<file path="src/rtl/serial_status_reg.sv">
module serial_status_reg #(
  parameter int DEPTH = 16,
  parameter int TRIG  = 8
) (
  input  logic        clk,
  input  logic        rst_n,
  input  logic        reg_rd,
  input  logic        reg_wr,
  input  logic [15:0] reg_wdata,
  output logic [15:0] reg_rdata,
  input  logic        rx_push,
  input  logic [7:0]  rx_byte,
  input  logic        rx_perr,
  input  logic        rx_ferr,
  input  logic        rx_pop,
  output logic [7:0]  rx_head,
  output logic        rx_empty,
  input  logic        ev_tend,
  input  logic        ev_tdfe,
  input  logic        ev_brk,
  input  logic        ev_dr
);
  localparam int AW = $clog2(DEPTH);
  localparam int LW = AW + 1;
  localparam logic [7:0] STICKY    = 8'hF3;
  localparam logic [7:0] FLAG_INIT = 8'h60;

  logic [9:0]    mem [DEPTH];
  logic [AW-1:0] wr_ptr, rd_ptr;
  logic [LW-1:0] lvl_q, lvl_n, pcnt_q, fcnt_q;
  logic [7:0]    flag_q, armed_q, set_v, clr_v;
  logic [9:0]    head;
  logic          push_ok, pop_ok, rdf_set, er_set;

  assign head     = mem[rd_ptr];
  assign rx_head  = head[7:0];
  assign rx_empty = (lvl_q == '0);
  assign push_ok  = rx_push && (lvl_q != LW'(DEPTH));
  assign pop_ok   = rx_pop && !rx_empty;
  assign lvl_n    = lvl_q + LW'(push_ok) - LW'(pop_ok);

  assign er_set  = push_ok && (rx_perr || rx_ferr);
  assign rdf_set = (lvl_q < LW'(TRIG)) && (lvl_n >= LW'(TRIG));
  assign set_v   = {er_set, ev_tend, ev_tdfe, ev_brk, 2'b00, rdf_set, ev_dr};
  assign clr_v   = {8{reg_wr}} & ~reg_wdata[7:0] & armed_q & flag_q & STICKY;

  assign reg_rdata = {4'(pcnt_q), 4'(fcnt_q), flag_q[7:4],
                      head[8] & ~rx_empty, head[9] & ~rx_empty, flag_q[1:0]};

  always_ff @(posedge clk) begin
    if (push_ok) mem[wr_ptr] <= {rx_perr, rx_ferr, rx_byte};
  end

  always_ff @(posedge clk or negedge rst_n) begin
    if (!rst_n) begin
      wr_ptr  <= '0;
      rd_ptr  <= '0;
      lvl_q   <= '0;
      pcnt_q  <= '0;
      fcnt_q  <= '0;
      flag_q  <= FLAG_INIT;
      armed_q <= '0;
    end else begin
      if (push_ok) wr_ptr <= wr_ptr + 1'b1;
      if (pop_ok)  rd_ptr <= rd_ptr + 1'b1;
      lvl_q   <= lvl_n;
      pcnt_q  <= pcnt_q + LW'(push_ok & rx_perr) - LW'(pop_ok & head[9]);
      fcnt_q  <= fcnt_q + LW'(push_ok & rx_ferr) - LW'(pop_ok & head[8]);
      flag_q  <= (flag_q & ~clr_v) | set_v;
      armed_q <= (armed_q | ({8{reg_rd}} & flag_q)) & ~clr_v & ~set_v & STICKY;
    end
  end
endmodule

</file>
<file path="config.mk">
export PLATFORM = sky130hd
export DESIGN_NAME = serial_status_reg
export DESIGN_NICKNAME = d
export VERILOG_FILES = /design/src/rtl/serial_status_reg.sv
export SDC_FILE = /design/constraint.sdc
export NUM_CORES = 1
export LEC_CHECK = 0
export BUFFER_PORTS_ARGS = -buffer_cell sky130_fd_sc_hd__buf_2
export CORE_AREA = 3 3 133 109
export DETAILED_ROUTE_END_ITERATION = 16
export DIE_AREA = 0 0 136 112
export HOLD_SLACK_MARGIN = 0.15
export PLACE_DENSITY = 0.77
export SLEW_MARGIN = 5
export SYNTH_ARGS = -nofsm -noshare
export SYNTH_HDL_FRONTEND = slang
export SYNTH_SLANG_ARGS = --single-unit
</file>
<file path="constraint.sdc">
create_clock -name clk -period 4.05 [get_ports clk]
set_input_delay 0.81 -clock clk [delete_from_list [all_inputs] [get_ports clk]]
set_output_delay 0.81 -clock clk [all_outputs]
set_load 0.05 [all_outputs]
</file>
==> results.cfg, run 1 <==
[route]
via_per_inst = 5.832
wl_met3_microns = 1189
m1WireLength_microns = 6081
via_count = 3983
firstDrtPassIters = 4
drt-total-wl_microns = 14540
drc_errors = 0
post_drt_wl_per_cell_microns = 21.28
routed.top_layer = met4
wl_met2_microns = 7098
first_iter_violations = 443
ant_nets = 0

[power]
p_total_mw = 6.932
p_leak_nw = 3.288
power_density_mw_per_mm2 = 768.5
peakVddDrop_mv = 0.5076

[critical_path]
cp-start-kind = flop
crit_type = reg -> out
crit_required_ps = 3240
timing.rr.end = pcnt_q[2]
slowest_delay_ps = 790
crit_buf_inv = 2
crit_family = flip-flops
cp_slowest_cell = dfrtp_2
arrival_ps = 2720
crit_path_end_kind = output pin
rr_startpoint = rd_ptr[1]
path_cells = buf_4 > mux4_2 > a22oi_1 > nand2_1 > buf_2
r2r_cells = 10
r2r_slack_ps = 940
path_max_fanout = 21

[cts]
postCtsSetupBuffers = 0
numClockSinks = 193
cts_root_buffer = clkbuf_16
worstSkewPairLatency_ps = 430
htreeDepth = 4
clk_pin_slew_ps = 70
cts_buffer_depth = 2
postCtsResizedCells = 0
cts_hold_buf = 0
cts-buffers-inserted = 17
cts_tree = done

[floorplanning]
die_w_microns = 136
rows = 38
core_sq_mm = 0.01341
die_area_sq_mm = 0.01523
start_util_pct = 59.28
ios = 61
die_h_microns = 112

[worst_hold_path]
hp-class = in -> async

[global_route]
grt_antenna_before_repair = 0
grt_usage_pct = 21.13
grt-ovfl-total = 0
grt_pass1_wl_microns = 23290
grt_max_degree = 34
grt_pass1_vias = 4101

[synth]
ys_async_sr_fraction_pct = 17.10
synth_flop_cell = edfxtp_1
avgSynthCellArea_sq_um = 18.61
yosysTopAreaCell = edfxtp_1
synth-edff-count = 160
ys_types = 42
netlist_top_cells_area = edfxtp_1 (60%), dfrtp_1 (9.8%), mux4_2 (9.4%), ha_1 (3.1%), mux4_1 (2.3%)
seq_area_frac_synth_pct = 70.88
syn_area_sq_mm = 0.007948
synth-seq-cells = 193
yosysWarnings = 0
synth_cells = 427
synth_top_area_share_pct = 60.45
syn_nets = 486

[placement]
dpl_cell_area_sq_mm = 0.008396
placed_cells = 651
portBuffers = 50
dpl.hpwl_microns = 9081
gp_congestion = 0.7120
place_ws_ps = 931.8

[layout]
seqCellArea_sq_mm = 0.005634
antenna_cells = 0
fillers = 890
final_area_sq_mm = 0.009020
multi_input_area_sq_mm = 0.002136
syn2layout_area_growth_pct = 13.49
drive_above_1_share_pct = 25.25
final_cells = 683
final_nets = 549
post-route-util_pct = 67.27

[status]
status = complete, no violations

[timing]
max_freq_mhz = 283.3
timing.final.crit_share_pct = 87.15
fin_skew_ps = 13.17
maxSlewViolCount = 0
final-hold-violation-count = 0
finalCriticalPeriod_ps = 3529
setup_slack_ps = 520.5
setup_tns_ps = 0
setup_viol = 0
worst_pin_slew_ps = 769.3
worst_hold_slack_ps = 453.1
maxSlewHeadroom_pct = 48.61
rsz0062_at_grt = no

[job]
cap_viol_max_count = 0
final cells by class:
cell class,count,share of cell area (%)
Clock buffer,19,4.800
Clock inverter,13,2.122
Inverter,20,0.8323
Multi-Input combinational cell,198,23.68
Sequential cell,193,62.46
Tap cell,180,2.497
Timing Repair Buffer,60,3.607
synthesized netlist by cell type, types with 2 or more instances:
| cell type | number |
|---|---|
| nand2_1 | 29 |
| buf_2 | 5 |
| nor3b_1 | 5 |
| and4_1 | 4 |
| and3b_1 | 4 |
| edfxtp_1 | 160 |
| buf_6 | 3 |
| and3_1 | 4 |
| xnor2_1 | 12 |
| nand4_1 | 2 |
| inv_1 | 19 |
| ha_1 | 20 |
| nor2b_1 | 9 |
| nand2b_1 | 3 |
| dfrtp_1 | 31 |
| mux2i_1 | 6 |
| fa_1 | 3 |
| nor2_1 | 5 |
| a311oi_1 | 4 |
| mux4_2 | 33 |
| mux4_1 | 7 |
| a22oi_1 | 16 |
| dfstp_2 | 2 |
| clkbuf_1 | 5 |
| a21oi_1 | 9 |
| o21ai_0 | 2 |
| mux2_2 | 2 |
| xor2_1 | 3 |
| a21o_1 | 7 |
worst max path at each step:
| stage | slack, ps | endpoint | depth (start not counted) | start |
|---|---|---|---|---|
| floorplan | 460 | flag_q[1] | 13 | lvl_q[2] |
| global placement | 960 | rx_head[1] | 5 | rd_ptr[0] |
| detailed placement | 930 | rx_head[4] | 5 | rd_ptr[0] |
| CTS | 470 | rx_head[1] | 5 | rd_ptr[0] |
| global route | 280 | rx_head[4] | 5 | rd_ptr[0] |
| finish | 520 | rx_head[5] | 5 | rd_ptr[0] |
cells in the final DEF, fill, tap and decap left out, drive strengths merged, types with 5 or more instances in the layout:
| cell type | netlist | final |
|---|---|---|
| bufinv | 0 | 5 |
| buf | 11 | 60 |
| a21o | 7 | 7 |
| nor3b | 5 | 5 |
| dfrtp | 31 | 31 |
| clkinv | 0 | 7 |
| mux4 | 40 | 40 |
| nand2 | 29 | 29 |
| nor2b | 9 | 9 |
| edfxtp | 160 | 160 |
| mux2i | 6 | 6 |
| clkbuf | 5 | 19 |
| a21oi | 9 | 9 |
| ha | 20 | 20 |
| inv | 20 | 20 |
| a22oi | 16 | 16 |
| xnor2 | 12 | 12 |
| nor2 | 5 | 5 |
flip-flops by register name (all words and copies together) (netlist names):
signal and cells:
lvl_q 5, mem 160, armed_q 6, flag_q 6, pcnt_q 4, fcnt_q 4
wr_ptr 4, rd_ptr 4
cell families after synthesis:
group	count (synthesis)	share of synthesized area, %
DFF	193	70.88
and+or+nand+nor	69	4.801
muxes	48	12.70
AOI/OAI and AO/OA	43	3.810
buffers and inverters	36	2.251
adders and majority gates	23	3.904
xor gates and xnor gates	15	1.653
metal layers:
layer | GRT usage (%) | up-vias
met5 | 0 | -
met4 | 7.589 | 0
met3 | 5.872 | 11
met2 | 31.84 | 122
met1 | 30.18 | 2043
li1 | - | 1807
report_power, final:
group	internal, mW	switching [mW]
Sequential	2.46	0.270
Combinational	0.968	1.48
Clock	1.08	0.673
Total	4.51	2.42
No activity file was read; power rests on OpenSTA's default activity.
==> run 2: changes to the inputs <==
--- a/config.mk
+++ b/config.mk
@@ -6,11 +6,13 @@
 export NUM_CORES = 1
 export LEC_CHECK = 0
 export BUFFER_PORTS_ARGS = -buffer_cell sky130_fd_sc_hd__buf_2
-export CORE_AREA = 3 3 133 109
+export CELL_PAD_IN_SITES_DETAIL_PLACEMENT = 0
+export CELL_PAD_IN_SITES_GLOBAL_PLACEMENT = 2
+export CORE_AREA = 3 3 153 125
 export DETAILED_ROUTE_END_ITERATION = 16
-export DIE_AREA = 0 0 136 112
+export DIE_AREA = 0 0 156 128
 export HOLD_SLACK_MARGIN = 0.15
-export PLACE_DENSITY = 0.77
+export PLACE_DENSITY_LB_ADDON = 0.1
 export SLEW_MARGIN = 5
 export SYNTH_ARGS = -nofsm -noshare
 export SYNTH_HDL_FRONTEND = slang
==> results.cfg, run 2 (synthesis results as in run 1) <==
[floorplanning]
ios = 61
die_area_sq_mm = 0.01997
start_util_pct = 45.45
die_w_microns = 156
core_sq_mm = 0.01749
rows = 43
die_h_microns = 128

[placement]
portBuffers = 50
dpl.hpwl_microns = 9815
place_ws_ps = 868.5
dpl_cell_area_sq_mm = 0.008487
gp_congestion = 0.6816

[power]
comb_power_share_pct = 36.5
power.net_switching_mw = 2.469
netSwitchingFraction_pct = 35.88
power_density_mw_per_mm2 = 758.0
p_total_mw = 6.881
clkPwrFrac_pct = 24.3
peakVddDrop_mv = 0.3079
p_seq_share_pct = 39.2
p_leak_nw = 3.283
internal_power_mw = 4.412

[critical_path]
arrival_ps = 2650
crit_type = reg -> out
crit_required_ps = 3240
crit_path_end_kind = output pin
path_max_fanout = 11
cp-start-kind = flop

[timing]
setup_slack_ps = 588.8
max_freq_mhz = 288.9
maxSlewHeadroom_pct = 34.60
setup_tns_ps = 0
fin_skew_ps = 10.62
maxSlewViolCount = 0
final-hold-violation-count = 0
rsz0062_at_grt = no
timing.final.crit_share_pct = 85.46
worst_pin_slew_ps = 977.4
finalCriticalPeriod_ps = 3461
setup_viol = 0

[cts]
cts_root_buffer = clkbuf_16
postCtsSetupBuffers = 0
cts-buffers-inserted = 17
cts_tree = done
numClockSinks = 193
cts_hold_buf = 0
worstSkewPairLatency_ps = 430
cts_buffer_depth = 2
postCtsResizedCells = 0
htreeDepth = 4
clk_pin_slew_ps = 70

[layout]
final_common_cell = edfxtp_1
final_cell_mix = edfxtp_1 (160), buf_2 (50), mux4_2 (33)
syn2layout_area_growth_pct = 14.22
top_register = mem
antenna_cells = 0
final_nets = 550
drive_above_1_share_pct = 26.44
largest_register_ff_count = 160
final_area_sq_mm = 0.009077
reg_top3 = mem (160), armed_q (6), flag_q (6)

[global_route]
grt-ovfl-total = 0
grt_usage_pct = 16.71
grt_antenna_before_repair = 0
grt_pass1_wl_microns = 24090
grt_max_degree = 34
grt_pass1_vias = 4073

[route]
first_iter_violations = 227
drc_errors = 0
via_per_inst = 5.378
firstDrtPassIters = 4
post_drt_wl_per_cell_microns = 21.38
drt-total-wl_microns = 15570
ant_nets = 0
via_count = 3915

[status]
status = complete, no violations

[worst_hold_path]
hp-class = in -> async

[job]
cap_viol_max_count = 0
## run 2: cell types whose count changed in the layout (fill, tap and decap cells not counted)
cell,previous run,this run
nor3b_2,0,3
buf_12,0,1
clkinv_4,1,3
nor3b_1,5,2
inv_6,0,2
clkinvlp_4,1,2
clkinv_1,4,2
clkbuf_1,2,1
bufinv_16,5,3
clkinv_2,2,1
## run 2: area by class of cell
class / instances / area (sq um)
Fill cell: 1394 / 8408
Sequential cell: 193 / 5634
Multi-Input combinational cell: 198 / 2151
Clock buffer: 18 / 429.2
Timing Repair Buffer: 61 / 345.3
Tap cell: 225 / 281.5
Clock inverter: 13 / 161.4
Inverter: 20 / 75.07
## run 2: through the flow
step	hold slack, ps	std cells	utilization, %
after detailed placement	483.6	697	48.54
after global placement	470.7	697	48.54
after CTS	486.9	728	51.91
after floorplan	454.1	427	-
after global routing	508.5	728	51.91
final	460.5	728	51.91
## run 2: path summary, 6_finish.rpt
kind / from / slack (ps) / end / depth (start not counted)
setup reg to reg: rd_ptr[1] / 870 / fcnt_q[2] / 10
hold / removal: rst_n / 460 / armed_q[0] / 1
min in group clk: armed_q[0] / 490 / armed_q[0] / 1
max in group asynchronous: rst_n / 3040 / rd_ptr[0] / 1
hold reg to reg: armed_q[0] / 490 / armed_q[0] / 1
setup / recovery: rd_ptr[1] / 590 / reg_rdata[3] / 6
## run 2: power groups by stage
| stage | Clock, mW | Sequential [mW] | Combinational (mW) |
|---|---|---|---|
| 6_report | 1.67 | 2.70 | 2.51 |
| 5_1_grt | 1.81 | 2.74 | 2.73 |
| 4_1_cts | 1.71 | 2.70 | 2.56 |
| 3_5_place_dp | 0 | 2.74 | 2.55 |
| 3_3_place_gp | 0 | 2.73 | 2.51 |
| 2_1_floorplan | 0 | 2.78 | 1.87 |
## run 2: per-layer routing
metal	wire, microns	part of all wire, %	vias to the layer above	GRT usage (%)
met3	754	4.8	15	3.780
met4	201	1.3	0	5.504
met5	0	0	-	0
met1	7109	46	2000	23.48
li1	-	-	1811	-
met2	7501	48	89	26.16
## run 2: critical path: stages (launching register included)
cell and delay [ps]:
dfrtp_1 620, buf_4 320, mux4_1 600, mux2i_1 200
mux2_2 210, nor2_1 40, buf_2 220
==> run 3: changes to the inputs <==
--- a/config.mk
+++ b/config.mk
@@ -5,12 +5,13 @@
 export SDC_FILE = /design/constraint.sdc
 export NUM_CORES = 1
 export LEC_CHECK = 0
-export BUFFER_PORTS_ARGS = -buffer_cell sky130_fd_sc_hd__buf_2
+export ABC_AREA = 1
+export BUFFER_PORTS_ARGS = -buffer_cell sky130_fd_sc_hd__clkbuf_2
 export CELL_PAD_IN_SITES_DETAIL_PLACEMENT = 0
 export CELL_PAD_IN_SITES_GLOBAL_PLACEMENT = 2
-export CORE_AREA = 3 3 153 125
+export CORE_AREA = 3 3 163 133
 export DETAILED_ROUTE_END_ITERATION = 16
-export DIE_AREA = 0 0 156 128
+export DIE_AREA = 0 0 166 136
 export HOLD_SLACK_MARGIN = 0.15
 export PLACE_DENSITY_LB_ADDON = 0.1
 export SLEW_MARGIN = 5
==> results.cfg, run 3 <==
[status]
status = complete, no violations

[layout]
final_nets = 818
drive_above_1_share_pct = 14.38
seqCellArea_sq_mm = 0.005635
top_register = mem
syn2layout_area_growth_pct = 14.06
fillers = 1807
largest_register_ff_count = 160
final_common_cell = edfxtp_1
multi_input_area_sq_mm = 0.002163
reg_top3 = mem (160), armed_q (6), flag_q (6)
final_cell_mix = edfxtp_1 (160), nand2_1 (91), nor2_1 (90)
antenna_cells = 0

[synth]
synth-edff-count = 160
netlist_top_cells_area = edfxtp_1 (58%), dfrtp_1 (9.4%), nor2_1 (4.3%), nand2_1 (4.1%), o21ai_0 (4.0%)
synth_cells = 700
synth_top_area_share_pct = 58.37
synth.most_common_cell = edfxtp_1
yosysTopAreaCell = edfxtp_1
yosysWarnings = 0
synth_flop_cell = edfxtp_1
syn_area_sq_mm = 0.008232
avgSynthCellArea_sq_um = 11.76
ys_types = 30
synth-seq-cells = 193
ys_async_sr_fraction_pct = 17.10
seq_area_frac_synth_pct = 68.43
syn_nets = 759
synthTopCellsByCount = edfxtp_1 (160), nor2_1 (94), nand2_1 (91), inv_1 (67), o21ai_0 (65)

[route]
post_drt_wl_per_cell_microns = 19.04
firstDrtPassIters = 5
drt-total-wl_microns = 19730
drc_errors = 0
first_iter_violations = 370
ant_nets = 0
via_per_inst = 5.097
via_count = 5281

[critical_path]
cpMostUsedCell = nor2_1
r2r_cells = 13
r2r_slack_ps = 1100
rr_startpoint = rd_ptr[0]
slowest_delay_ps = 560
path_max_fanout = 53
crit_family = buffers and inverters
timing.rr.end = pcnt_q[1]
arrival_ps = 2680
crit_type = reg -> out
path_cells = inv_4 > buf_4 > nor2_1 > nor2_1 > o21ai_0 > o211ai_1 > nand3_1 > nand2_1 > clkbuf_2
cp_slowest_cell = dfrtp_2
crit_required_ps = 3240
crit_path_end_kind = output pin
path_depth = 9
crit_buf_inv = 3
cp-start-kind = flop

[cts]
cts_tree = done
numClockSinks = 193
cts-buffers-inserted = 17
cts_root_buffer = clkbuf_16
cts_buffer_depth = 2
clk_pin_slew_ps = 70
cts_hold_buf = 0
postCtsResizedCells = 0
postCtsSetupBuffers = 0
htreeDepth = 4
worstSkewPairLatency_ps = 430

[global_route]
grt-ovfl-total = 0
grt_pass1_vias = 5211
grt_antenna_before_repair = 1
grt_usage_pct = 18.01
grt_max_degree = 54
grt_pass1_wl_microns = 30150

[timing]
setup_tns_ps = 0
worst_hold_slack_ps = 481.3
final-hold-violation-count = 0
finalCriticalPeriod_ps = 3491
maxSlewHeadroom_pct = 34.19
timing.final.crit_share_pct = 86.20
fin_skew_ps = 9.991
setup_slack_ps = 558.9
max_freq_mhz = 286.4
setup_viol = 0
rsz0062_at_grt = no
maxSlewViolCount = 0
worst_pin_slew_ps = 986.1

[placement]
dpl.hpwl_microns = 12180
gp_congestion = 0.7958
portBuffers = 50
place_ws_ps = 977.7

[power]
power_density_mw_per_mm2 = 769.2
peakVddDrop_mv = 0.4399
p_leak_nw = 3.680

[worst_hold_path]
hp-class = in -> async

[floorplanning]
core_sq_mm = 0.01997
die_w_microns = 166
die_h_microns = 136
die_area_sq_mm = 0.02258
start_util_pct = 41.22
ios = 61
rows = 46

[job]
cap_viol_max_count = 0
==> run 3: final cells by class <==
| type | instances | share of cell area, % |
|---|---|---|
| Clock buffer | 18 | 4.571 |
| Clock inverter | 14 | 1.679 |
| Inverter | 70 | 2.825 |
| Multi-Input combinational cell | 406 | 23.04 |
| Sequential cell | 193 | 60.02 |
| Tap cell | 264 | 3.518 |
| Timing Repair Buffer | 71 | 4.344 |
==> run 3: power breakdown <==
group / leakage, nW / total [mW] / internal (mW) / switching [mW]
Combinational: 1.58 / 2.92 / 0.825 / 2.09
Sequential: 1.82 / 2.64 / 2.45 / 0.191
Clock: 0.277 / 1.66 / 0.920 / 0.745
==> run 3: through the flow <==
| stage | instance area, sq um | util (%) | std cells | power (mW) |
|---|---|---|---|---|
| after global placement | 8802 | 44.07 | 1004 | 5.577 |
| final | 9389 | 47.01 | 1036 | 7.222 |
| after global routing | 9389 | 47.01 | 1036 | 7.712 |
| after floorplan | 8232 | - | 700 | 4.808 |
| after CTS | 9389 | 47.01 | 1036 | 7.302 |
| after detailed placement | 8802 | 44.07 | 1004 | 5.624 |
==> run 3: how the worst max path moves through the flow <==
stage | start | endpoint | slack (ps)
global route | rd_ptr[0] | rx_head[3] | 340
finish | rd_ptr[0] | rx_head[3] | 560
floorplan | rd_ptr[0] | reg_rdata[2] | 1430
detailed placement | rd_ptr[0] | rx_head[3] | 980
global placement | rd_ptr[0] | rx_head[0] | 1030
CTS | rd_ptr[0] | rx_head[3] | 480
==> run 3: cell families after synthesis <==
kind of cell               share of synthesized area (%)
AOI/OAI and AO/OA                                  9.743
xor gates and xnor gates                           1.383
adders and majority gates                          3.770
DFF                                                68.43
buffers and inverters                              5.411
and+or+nand+nor                                    11.26
==> run 3: worst reg2reg max path: stages, from the launching register on <==
cell     delay (ps)
dfrtp_2         560
inv_4           540
nand2_1         120
nand2_1          90
nand2_1          50
nand3_1          80
nand3_1         150
a21oi_1         230
ha_1            250
inv_1            60
ha_1            130
inv_1            60
fa_1            480
inv_1            40
==> run 3: metal layers <==
metal / vias to the layer above / wire [microns] / GRT usage [%]
met5: - / 15 / 0
met4: 2 / 274 / 5.081
met3: 19 / 743 / 3.634
met2: 97 / 9244 / 29.56
met1: 2617 / 9450 / 24.67
li1: 2546 / - / -
